==> config.mk <==
export PLATFORM = sky130hd
export DESIGN_NAME = xfer_word_engine
export DESIGN_NICKNAME = d
export VERILOG_FILES = /design/src/rtl/wp_pkg.sv /design/src/rtl/wp_xform.sv /design/src/rtl/wp_ocadd.sv /design/src/rtl/wp_lane.sv /design/src/rtl/xfer_word_engine.sv
export SDC_FILE = /design/constraint.sdc
export NUM_CORES = 1
export LEC_CHECK = 0
export BUFFER_PORTS_ARGS = -buffer_cell sky130_fd_sc_hd__buf_2
export CORE_AREA = 2 2 283 285
export DETAILED_ROUTE_END_ITERATION = 8
export DIE_AREA = 0 0 285 287
export PLACE_DENSITY = 0.61
export RECOVER_POWER = 100
export SETUP_SLACK_MARGIN = 0.3
export SYNTH_ARGS = -nofsm -noshare
export SYNTH_HDL_FRONTEND = slang
export SYNTH_SLANG_ARGS = --single-unit
==> constraint.sdc <==
create_clock -name clk -period 13.15 [get_ports clk]
set_input_delay 2.63 -clock clk [delete_from_list [all_inputs] [get_ports clk]]
set_output_delay 2.63 -clock clk [all_outputs]
set_load 0.02 [all_outputs]
==> src/rtl/wp_pkg.sv <==
package wp_pkg;
  parameter int WORD_W = 32;

  typedef enum logic [2:0] {
    WOP_PASS = 3'd0,
    WOP_SWAP = 3'd1,
    WOP_AND  = 3'd2,
    WOP_OR   = 3'd3,
    WOP_XOR  = 3'd4
  } wop_e;
endpackage

==> src/rtl/wp_xform.sv <==
module wp_xform
  import wp_pkg::*;
#(
  parameter int W = WORD_W
) (
  input  wop_e         op,
  input  logic [W-1:0] mask,
  input  logic [W-1:0] din,
  output logic [W-1:0] dout
);
  localparam int HALF = W / 2;

  always_comb begin
    case (op)
      WOP_SWAP: dout = {din[HALF-1:0], din[W-1:HALF]};
      WOP_AND:  dout = din & mask;
      WOP_OR:   dout = din | mask;
      WOP_XOR:  dout = din ^ mask;
      default:  dout = din;
    endcase
  end
endmodule

==> src/rtl/wp_ocadd.sv <==
module wp_ocadd #(
  parameter int W = 32
) (
  input  logic [W-1:0] a,
  input  logic [W-1:0] b,
  output logic [W-1:0] sum
);
  logic [W:0] raw;

  always_comb begin
    raw = {1'b0, a} + {1'b0, b};
    // end-around carry; cannot overflow again because raw[W-1:0] <= 2^W-2 when carry is set
    sum = raw[W-1:0] + {{(W-1){1'b0}}, raw[W]};
  end
endmodule

==> src/rtl/wp_lane.sv <==
module wp_lane
  import wp_pkg::*;
#(
  parameter int W       = WORD_W,
  parameter bit INBOUND = 1'b0
) (
  input  logic         clk,
  input  logic         rst_n,
  input  logic         cfg_we,
  input  logic [2:0]   cfg_op,
  input  logic [W-1:0] cfg_mask,
  input  logic         cfg_sum_en,
  input  logic         clr,
  input  logic         in_valid,
  output logic         in_ready,
  input  logic [W-1:0] in_data,
  output logic         out_valid,
  input  logic         out_ready,
  output logic [W-1:0] out_data,
  output logic [W-1:0] acc
);
  wop_e         op_q;
  logic [W-1:0] mask_q;
  logic         sum_en_q;
  logic [W-1:0] xformed;
  logic [W-1:0] sum_src;
  logic [W-1:0] sum_base;
  logic [W-1:0] sum_next;
  logic         ov_q;
  logic [W-1:0] od_q;
  logic [W-1:0] acc_q;
  logic         take;

  assign in_ready  = !ov_q || out_ready;
  assign take      = in_valid && in_ready;
  assign out_valid = ov_q;
  assign out_data  = od_q;
  assign acc       = acc_q;

  wp_xform #(.W(W)) u_xform (
    .op   (op_q),
    .mask (mask_q),
    .din  (in_data),
    .dout (xformed)
  );

  generate
    if (INBOUND) begin : g_in
      assign sum_src = xformed;
    end else begin : g_out
      assign sum_src = in_data;
    end
  endgenerate

  assign sum_base = clr ? '0 : acc_q;

  wp_ocadd #(.W(W)) u_add (
    .a   (sum_base),
    .b   (sum_src),
    .sum (sum_next)
  );

  always_ff @(posedge clk or negedge rst_n) begin
    if (!rst_n) begin
      op_q     <= WOP_PASS;
      mask_q   <= '0;
      sum_en_q <= 1'b0;
    end else if (cfg_we) begin
      op_q     <= wop_e'(cfg_op);
      mask_q   <= cfg_mask;
      sum_en_q <= cfg_sum_en;
    end
  end

  always_ff @(posedge clk or negedge rst_n) begin
    if (!rst_n) begin
      ov_q <= 1'b0;
      od_q <= '0;
    end else if (take) begin
      ov_q <= 1'b1;
      od_q <= xformed;
    end else if (out_ready) begin
      ov_q <= 1'b0;
    end
  end

  always_ff @(posedge clk or negedge rst_n) begin
    if (!rst_n) begin
      acc_q <= '0;
    end else if (take && sum_en_q) begin
      acc_q <= sum_next;
    end else if (clr) begin
      acc_q <= '0;
    end
  end
endmodule

==> src/rtl/xfer_word_engine.sv <==
module xfer_word_engine
  import wp_pkg::*;
#(
  parameter int              NUM_CH      = 4,
  parameter int              W           = WORD_W,
  parameter logic [NUM_CH-1:0] INBOUND_MAP = 4'b1001,
  localparam int             CH_W        = (NUM_CH > 1) ? $clog2(NUM_CH) : 1
) (
  input  logic                clk,
  input  logic                rst_n,
  input  logic                cfg_we,
  input  logic [CH_W-1:0]     cfg_ch,
  input  logic [2:0]          cfg_op,
  input  logic [W-1:0]        cfg_mask,
  input  logic                cfg_sum_en,
  input  logic [NUM_CH-1:0]   clr,
  input  logic [NUM_CH-1:0]   in_valid,
  output logic [NUM_CH-1:0]   in_ready,
  input  logic [NUM_CH*W-1:0] in_data,
  output logic [NUM_CH-1:0]   out_valid,
  input  logic [NUM_CH-1:0]   out_ready,
  output logic [NUM_CH*W-1:0] out_data,
  input  logic [CH_W-1:0]     rd_ch,
  output logic [W-1:0]        rd_sum,
  output logic                rd_ok
);
  logic [NUM_CH*W-1:0] acc_all;

  generate
    for (genvar i = 0; i < NUM_CH; i++) begin : g_ch
      wp_lane #(.W(W), .INBOUND(INBOUND_MAP[i])) u_lane (
        .clk        (clk),
        .rst_n      (rst_n),
        .cfg_we     (cfg_we && (cfg_ch == CH_W'(i))),
        .cfg_op     (cfg_op),
        .cfg_mask   (cfg_mask),
        .cfg_sum_en (cfg_sum_en),
        .clr        (clr[i]),
        .in_valid   (in_valid[i]),
        .in_ready   (in_ready[i]),
        .in_data    (in_data[i*W +: W]),
        .out_valid  (out_valid[i]),
        .out_ready  (out_ready[i]),
        .out_data   (out_data[i*W +: W]),
        .acc        (acc_all[i*W +: W])
      );
    end
  endgenerate

  always_comb begin
    rd_sum = '0;
    for (int k = 0; k < NUM_CH; k++) begin
      if (rd_ch == CH_W'(k)) rd_sum = acc_all[k*W +: W];
    end
  end

  assign rd_ok = &rd_sum;
endmodule

==> results.toml, run 1 <==
[hold_path]
hp-class = "reg2reg"

[synthesis]
synth_edf_count = 0
syn-num-nets = 4592
yosysTopAreaCellShare_pct = 28.67
ys_top_cells_by_count = "nand2_1, dfrtp_1, ha_1"
synthArstFlopShare_pct = 100.0
mappedNetlistArea_mm2 = 0.03526
syn-instance-count = 4011
ys_ff_latch = 404
yosys_warnings = 0
synthFlopType = "dfrtp_1"
ys_seq_area_share_pct = 28.67
syn-mean-instance-area_um2 = 8.790
synth_cell_types = 98
synth.most_common_cell = "nand2_1"
synthTopCellsByArea = "dfrtp_1, ha_1, mux2_2"
yosysTopAreaCell = "dfrtp_1"

[route]
drt-total-wl_um = 131600
detail_route.iter0.violations = 3524
drc_errors = 0
firstDrtPassIters = 5
vias = 31580
ant_nets = 0
vias_per_cell = 5.920
avgRoutedWirePerCell_um = 24.67

[sta]
fin_crit_sh_pct = 71.06
setup_viol = 0
final.min_clock_period_ps = 9345
whs_ps = 478.0
rsz0062_at_grt = "false"
tns_ps = 0
skew_ps = 20.68
worst_pin_slew_ps = 4829
relSlewSlack_pct = -221.9
hold_viol_final = 0
max_clock_freq_mhz = 107.0
maxSlewViolCount = 736

[setup_path]
r2r_cells = 26
r2r-start = "g_ch[0].u_lane.op_q[2]"
worstSetupEndpoint = "g_ch[2].u_lane.acc[11]"
required_ps = 12930
critical_path_class = "in2async"
cp-start-kind = "input pin"
slowest_delay_ps = 3320
crit_buf_inv = 2
cp.arrival_ps = 9130
path_delay_family = "buffers and inverters"
r2r_end = "g_ch[0].u_lane.acc[26]"
path_cells = "clkbuf_1 -> clkbuf_1"
cpMostUsedCell = "clkbuf_1"
r2r_setup_slack_ps = 5330
crit_cells = 2
startpoint = "rst_n"
cp_slowest_cell = "clkbuf_1"
worstPathMaxFanout = 84
worstSetupEndpointType = "asynchronous set/reset pin"

[clocking]
root_buffer = "clkbuf_16"
cts_tree = "yes"
postCtsSetupRepairBufs = 0
numClockSinks = 404
cts_resized = 0
htree_levels = 2
worstSkewPairLatency_ps = 620
cts_max_path_buffers = 3
postCtsHoldBufs = 0
clk_pin_slew_ps = 60
cts-buffers-inserted = 50

[power]
power_mw = 6.093
pwr_density_cell_mw_per_mm2 = 155.6
p_leak_nw = 18.11
ir_drop_v = 0.00009527

[layout]
drive_gt1_share_pct = 14.25
nets = 4820
regArea_mm2 = 0.01011
final_core_util_pct = 49.82
multi_input_comb_area_mm2 = 0.02307
stdcell_count = 5334
n_fill_cell = 7608
area_delta_synth_final_pct = 11.08

[floorplan]
io-pin-count = 352
rows = 103
core_mm2 = 0.07861
die_w_um = 285
dieArea_mm2 = 0.08180
die_y_um = 287
initial_core_util_pct = 44.85

[global_route]
grt_usage_pct = 31.44
grt_pass1_vias = 29450
grt_start_max_net_pins = 85
overflow = 0
antenna_found_initial = 31
grt_pass1_wl_um = 193200

[run_status]
violations = "capacitance limit, slew limit"
outcome = "finished, violations left"

[job]
drv_cap = 15

[place]
hpwl_um = 102300
gp_congestion = 0.9485
io_buffer_count = 351
dp.cells = 5237
## power breakdown
| group | leakage (nW) | internal [mW] | total [mW] | switching (mW) |
|---|---|---|---|---|
| logic | 12.3 | 1.01 | 2.81 | 1.81 |
| clock network | 0.805 | 0.841 | 1.45 | 0.610 |
| registers | 5.04 | 1.55 | 1.83 | 0.283 |
## per-layer routing
layer	vias to the layer above	part of all wire (%)	GRT usage [%]
met1	15300	43	44.66
li1	14720	-	-
met5	-	0.035	0
met2	1337	44	48.25
met3	213	9.1	5.690
met4	8	3.6	10.48
## worst min-delay path by stage
stage | startpoint | to | slack [ps] | cells after the start
6_report | g_ch[1].u_lane.out_data[23] | g_ch[1].u_lane.out_data[23] | 480 | 2
4_1_cts | g_ch[1].u_lane.out_data[23] | g_ch[1].u_lane.out_data[23] | 480 | 2
3_5_place_dp | g_ch[1].u_lane.out_data[23] | g_ch[1].u_lane.out_data[23] | 460 | 2
5_1_grt | g_ch[1].u_lane.out_data[15] | g_ch[1].u_lane.out_data[15] | 510 | 2
2_1_floorplan | g_ch[1].u_lane.sum_en_q | g_ch[1].u_lane.sum_en_q | 480 | 1
3_3_place_gp | g_ch[2].u_lane.out_data[14] | g_ch[2].u_lane.out_data[14] | 460 | 2
## layout make-up
type	instances	area share (%)
tap	1050	3.355
antenna	9	0.05751
timing repair buffer	388	4.489
inverter	324	3.105
sequential	404	25.82
clock buffer	68	3.546
clock inverter	20	0.7284
multi-input combinational	3071	58.90
## sequential cells by signal, indices dropped and copies added (netlist names)
register	flops
g_ch.u_lane.out_data	128
g_ch.u_lane.out_valid	4
g_ch.u_lane.mask_q	128
g_ch.u_lane.acc	128
g_ch.u_lane.sum_en_q	4
g_ch.u_lane.op_q	12
## cell families after synthesis
family / Yosys count / share of synthesized area, %
compound gates: 945 / 17.31
flops: 404 / 28.67
mux: 305 / 11.78
simple gates: 1215 / 16.98
buf+inv: 536 / 5.884
xor+xnor: 208 / 5.167
fa+ha+maj: 398 / 14.21
## placed cells by master (no fill, tap or decap), drive strengths merged, types with 24 or more instances in the layout
| cell | count |
|---|---|
| a21o | 61 |
| o21ai | 288 |
| mux4 | 65 |
| xnor2 | 133 |
| mux2 | 229 |
| a21oi | 211 |
| nand4 | 44 |
| a22oi | 74 |
| ha | 394 |
| nor4 | 26 |
| a221oi | 57 |
| a211oi | 25 |
| inv | 327 |
| and3 | 24 |
| nand3 | 119 |
| nor2 | 200 |
| o211ai | 54 |
| nor3 | 54 |
| nor2b | 144 |
| nand2 | 469 |
| a31oi | 28 |
| clkbuf | 265 |
| xor2 | 75 |
| dfrtp | 404 |
| buf | 191 |
## per-stage QoR
step                      setup WS [ps]  area, um^2
after detailed placement           4604       37840
final                              3805       39160
after global routing               2456       39160
after global placement             4794       37840
after floorplan                    5797       35260
after CTS                          5241       39510
No activity file was read; power rests on OpenSTA's default activity.
==> inputs of run 2 (changes only) <==
--- a/config.mk
+++ b/config.mk
@@ -9,7 +9,7 @@
 export CORE_AREA = 2 2 283 285
 export DETAILED_ROUTE_END_ITERATION = 8
 export DIE_AREA = 0 0 285 287
-export PLACE_DENSITY = 0.61
+export PLACE_DENSITY = 0.64
 export RECOVER_POWER = 100
 export SETUP_SLACK_MARGIN = 0.3
 export SYNTH_ARGS = -nofsm -noshare
==> constraint.sdc (replaced) <==
create_clock -name clk -period 7.65 [get_ports clk]
set_input_delay 1.53 -clock clk [delete_from_list [all_inputs] [get_ports clk]]
set_output_delay 1.53 -clock clk [all_outputs]
set_load 0.02 [all_outputs]
==> run 2 against run 1 <==
Against the previous run: the run still ends with capacitance limit, slew limit left; first-iteration DRC count shrank 0.37%; via count grew 1.6%; critical endpoint is now g_ch[2].u_lane.acc[27]; clock power grew 77%; register-to-register slack lost 4600 ps; die area is the same; global-route usage shrank 0.26 points; design area grew 0.67%; combinational power grew 73%; largest cell class unchanged.
==> results.toml, run 2 (synthesis results as in run 1) <==
[run_status]
outcome = "finished, violations left"
violations = "capacitance limit, slew limit"

[layout]
mostFrequentLayoutCells = "nand2_1, dfrtp_1, ha_1"
area_delta_synth_final_pct = 11.83
n_fill_cell = 7609
drive_gt1_share_pct = 15.20
nets = 4831
layout_commonest_cell = "nand2_1"

[sta]
whs_ps = 481.0
worst_pin_slew_ps = 4202
skew_ps = 24.15
relSlewSlack_pct = -180.1
setup_viol = 0
max_clock_freq_mhz = 144.4
fin_crit_sh_pct = 90.52
hold_viol_final = 0
rsz0062_at_grt = "false"
tns_ps = 0
maxSlewViolCount = 690
final.min_clock_period_ps = 6925

[power]
pwr_density_cell_mw_per_mm2 = 268.6
p_leak_nw = 18.26
ir_drop_v = 0.0002000

[place]
io_buffer_count = 351
hpwl_um = 102200
gp_congestion = 0.9875

[route]
firstDrtPassIters = 6
vias = 32080
drc_errors = 0
ant_nets = 0
detail_route.iter0.violations = 3511
vias_per_cell = 5.990
avgRoutedWirePerCell_um = 24.40
drt-total-wl_um = 130600

[floorplan]
dieArea_mm2 = 0.08180
core_mm2 = 0.07861
initial_core_util_pct = 44.85
rows = 103
io-pin-count = 352
die_w_um = 285
die_y_um = 287

[setup_path]
cp_slowest_cell = "clkbuf_1"
r2r_end = "g_ch[0].u_lane.acc[26]"
cp-start-kind = "input pin"
slowest_delay_ps = 800
required_ps = 8130
crit_buf_inv = 1
r2r_setup_slack_ps = 720
startpoint = "clr[2]"
r2r_cells = 25
cp.arrival_ps = 7410
path_cells = "clkbuf_1 -> nor2b_1 -> ha_1 -> fa_1 -> a21o_1 -> a221oi_1 -> o21bai_1 -> o21ai_0 -> nand2_1 -> a211o_1 -> a21oi_1 -> nor2b_1 -> o21ai_0 -> nand2b_1 -> ha_1 -> and3_1 -> nand4_1 -> nor2_1 -> nand4_1 -> or4_1 -> nor3_1 -> and3_1 -> o21ai_1 -> a21bo_1"
worstSetupEndpointType = "register"
path_delay_family = "compound AO/OA/AOI/OAI gates"
worstPathMaxFanout = 24
critical_path_class = "in2reg"
r2r-start = "g_ch[0].u_lane.op_q[1]"

[global_route]
grt_pass1_wl_um = 192700
grt_usage_pct = 31.17
antenna_found_initial = 28
grt_start_max_net_pins = 119
grt_pass1_vias = 30000
overflow = 0

[clocking]
root_buffer = "clkbuf_16"
clk_pin_slew_ps = 60
cts_tree = "yes"
cts-buffers-inserted = 50
cts_resized = 0
worstSkewPairLatency_ps = 610
postCtsHoldBufs = 0
postCtsSetupRepairBufs = 0
cts_max_path_buffers = 3
htree_levels = 2
numClockSinks = 404

[hold_path]
hold_depth = 2
hp-class = "reg2reg"
hold_end = "g_ch[2].u_lane.out_data[11]"
hold_start = "g_ch[2].u_lane.out_data[11]"

[job]
drv_cap = 12
[run 2: worst max-delay path by stage]
| stage | to | slack [ps] | cells after the start |
|---|---|---|---|
| after global placement | g_ch[3].u_lane.acc[30] | 640 | 25 |
| after floorplan | g_ch[0].u_lane.acc[26] | 1470 | 25 |
| after global routing | g_ch[2].u_lane.acc[27] | 300 | 24 |
| final | g_ch[2].u_lane.acc[27] | 720 | 24 |
| after CTS | g_ch[3].u_lane.acc[30] | 1070 | 23 |
| after detailed placement | g_ch[3].u_lane.acc[30] | 550 | 25 |
[run 2: where the power goes]
group	internal (mW)	switching, mW	total (mW)
Sequential	2.66	0.491	3.15
Clock	1.54	1.02	2.57
Combinational	1.74	3.13	4.87
Total	5.95	4.64	10.6
[run 2: worst register-to-register path: cells and delay by family, from the launching register on]
family	cells	cell delay, ps
and+or+nand+nor	10	3220
AOI/OAI and AO/OA	9	1700
adders and majority gates	3	740
DFF	1	420
buffers and inverters	1	360
muxes	1	260
xor gates and xnor gates	1	90
[run 2: stage by stage]
stage / power, mW / utilization [%] / cell area, um^2 / instances / setup WS (ps)
2_1_floorplan: 6.315 / - / 35260 / 4011 / 1469
3_3_place_gp: 7.979 / 48.26 / 37940 / 5248 / 643.5
3_5_place_dp: 8.017 / 48.26 / 37940 / 5248 / 545.7
4_1_cts: 10.62 / 50.51 / 39710 / 5340 / 1074
5_1_grt: 11.17 / 50.12 / 39400 / 5345 / 304.1
6_report: 10.59 / 50.15 / 39430 / 5355 / 724.9
[run 2: area by class of cell]
type | count | area (um^2) | share of cell area, %
tap | 1050 | 1314 | 3.332
clock buffer | 64 | 1414 | 3.586
clock inverter | 28 | 356.6 | 0.9044
antenna | 15 | 37.54 | 0.09520
multi-input combinational | 3071 | 23120 | 58.64
inverter | 324 | 1216 | 3.085
timing repair buffer | 399 | 1856 | 4.706
sequential | 404 | 10110 | 25.65
[run 2: layer usage]
| metal | track usage, % | routed length [um] |
|---|---|---|
| met2 | 47.78 | 56990 |
| met1 | 43.34 | 55330 |
| met4 | 12.76 | 5812 |
| met3 | 5.770 | 12430 |
| met5 | 0 | 78 |
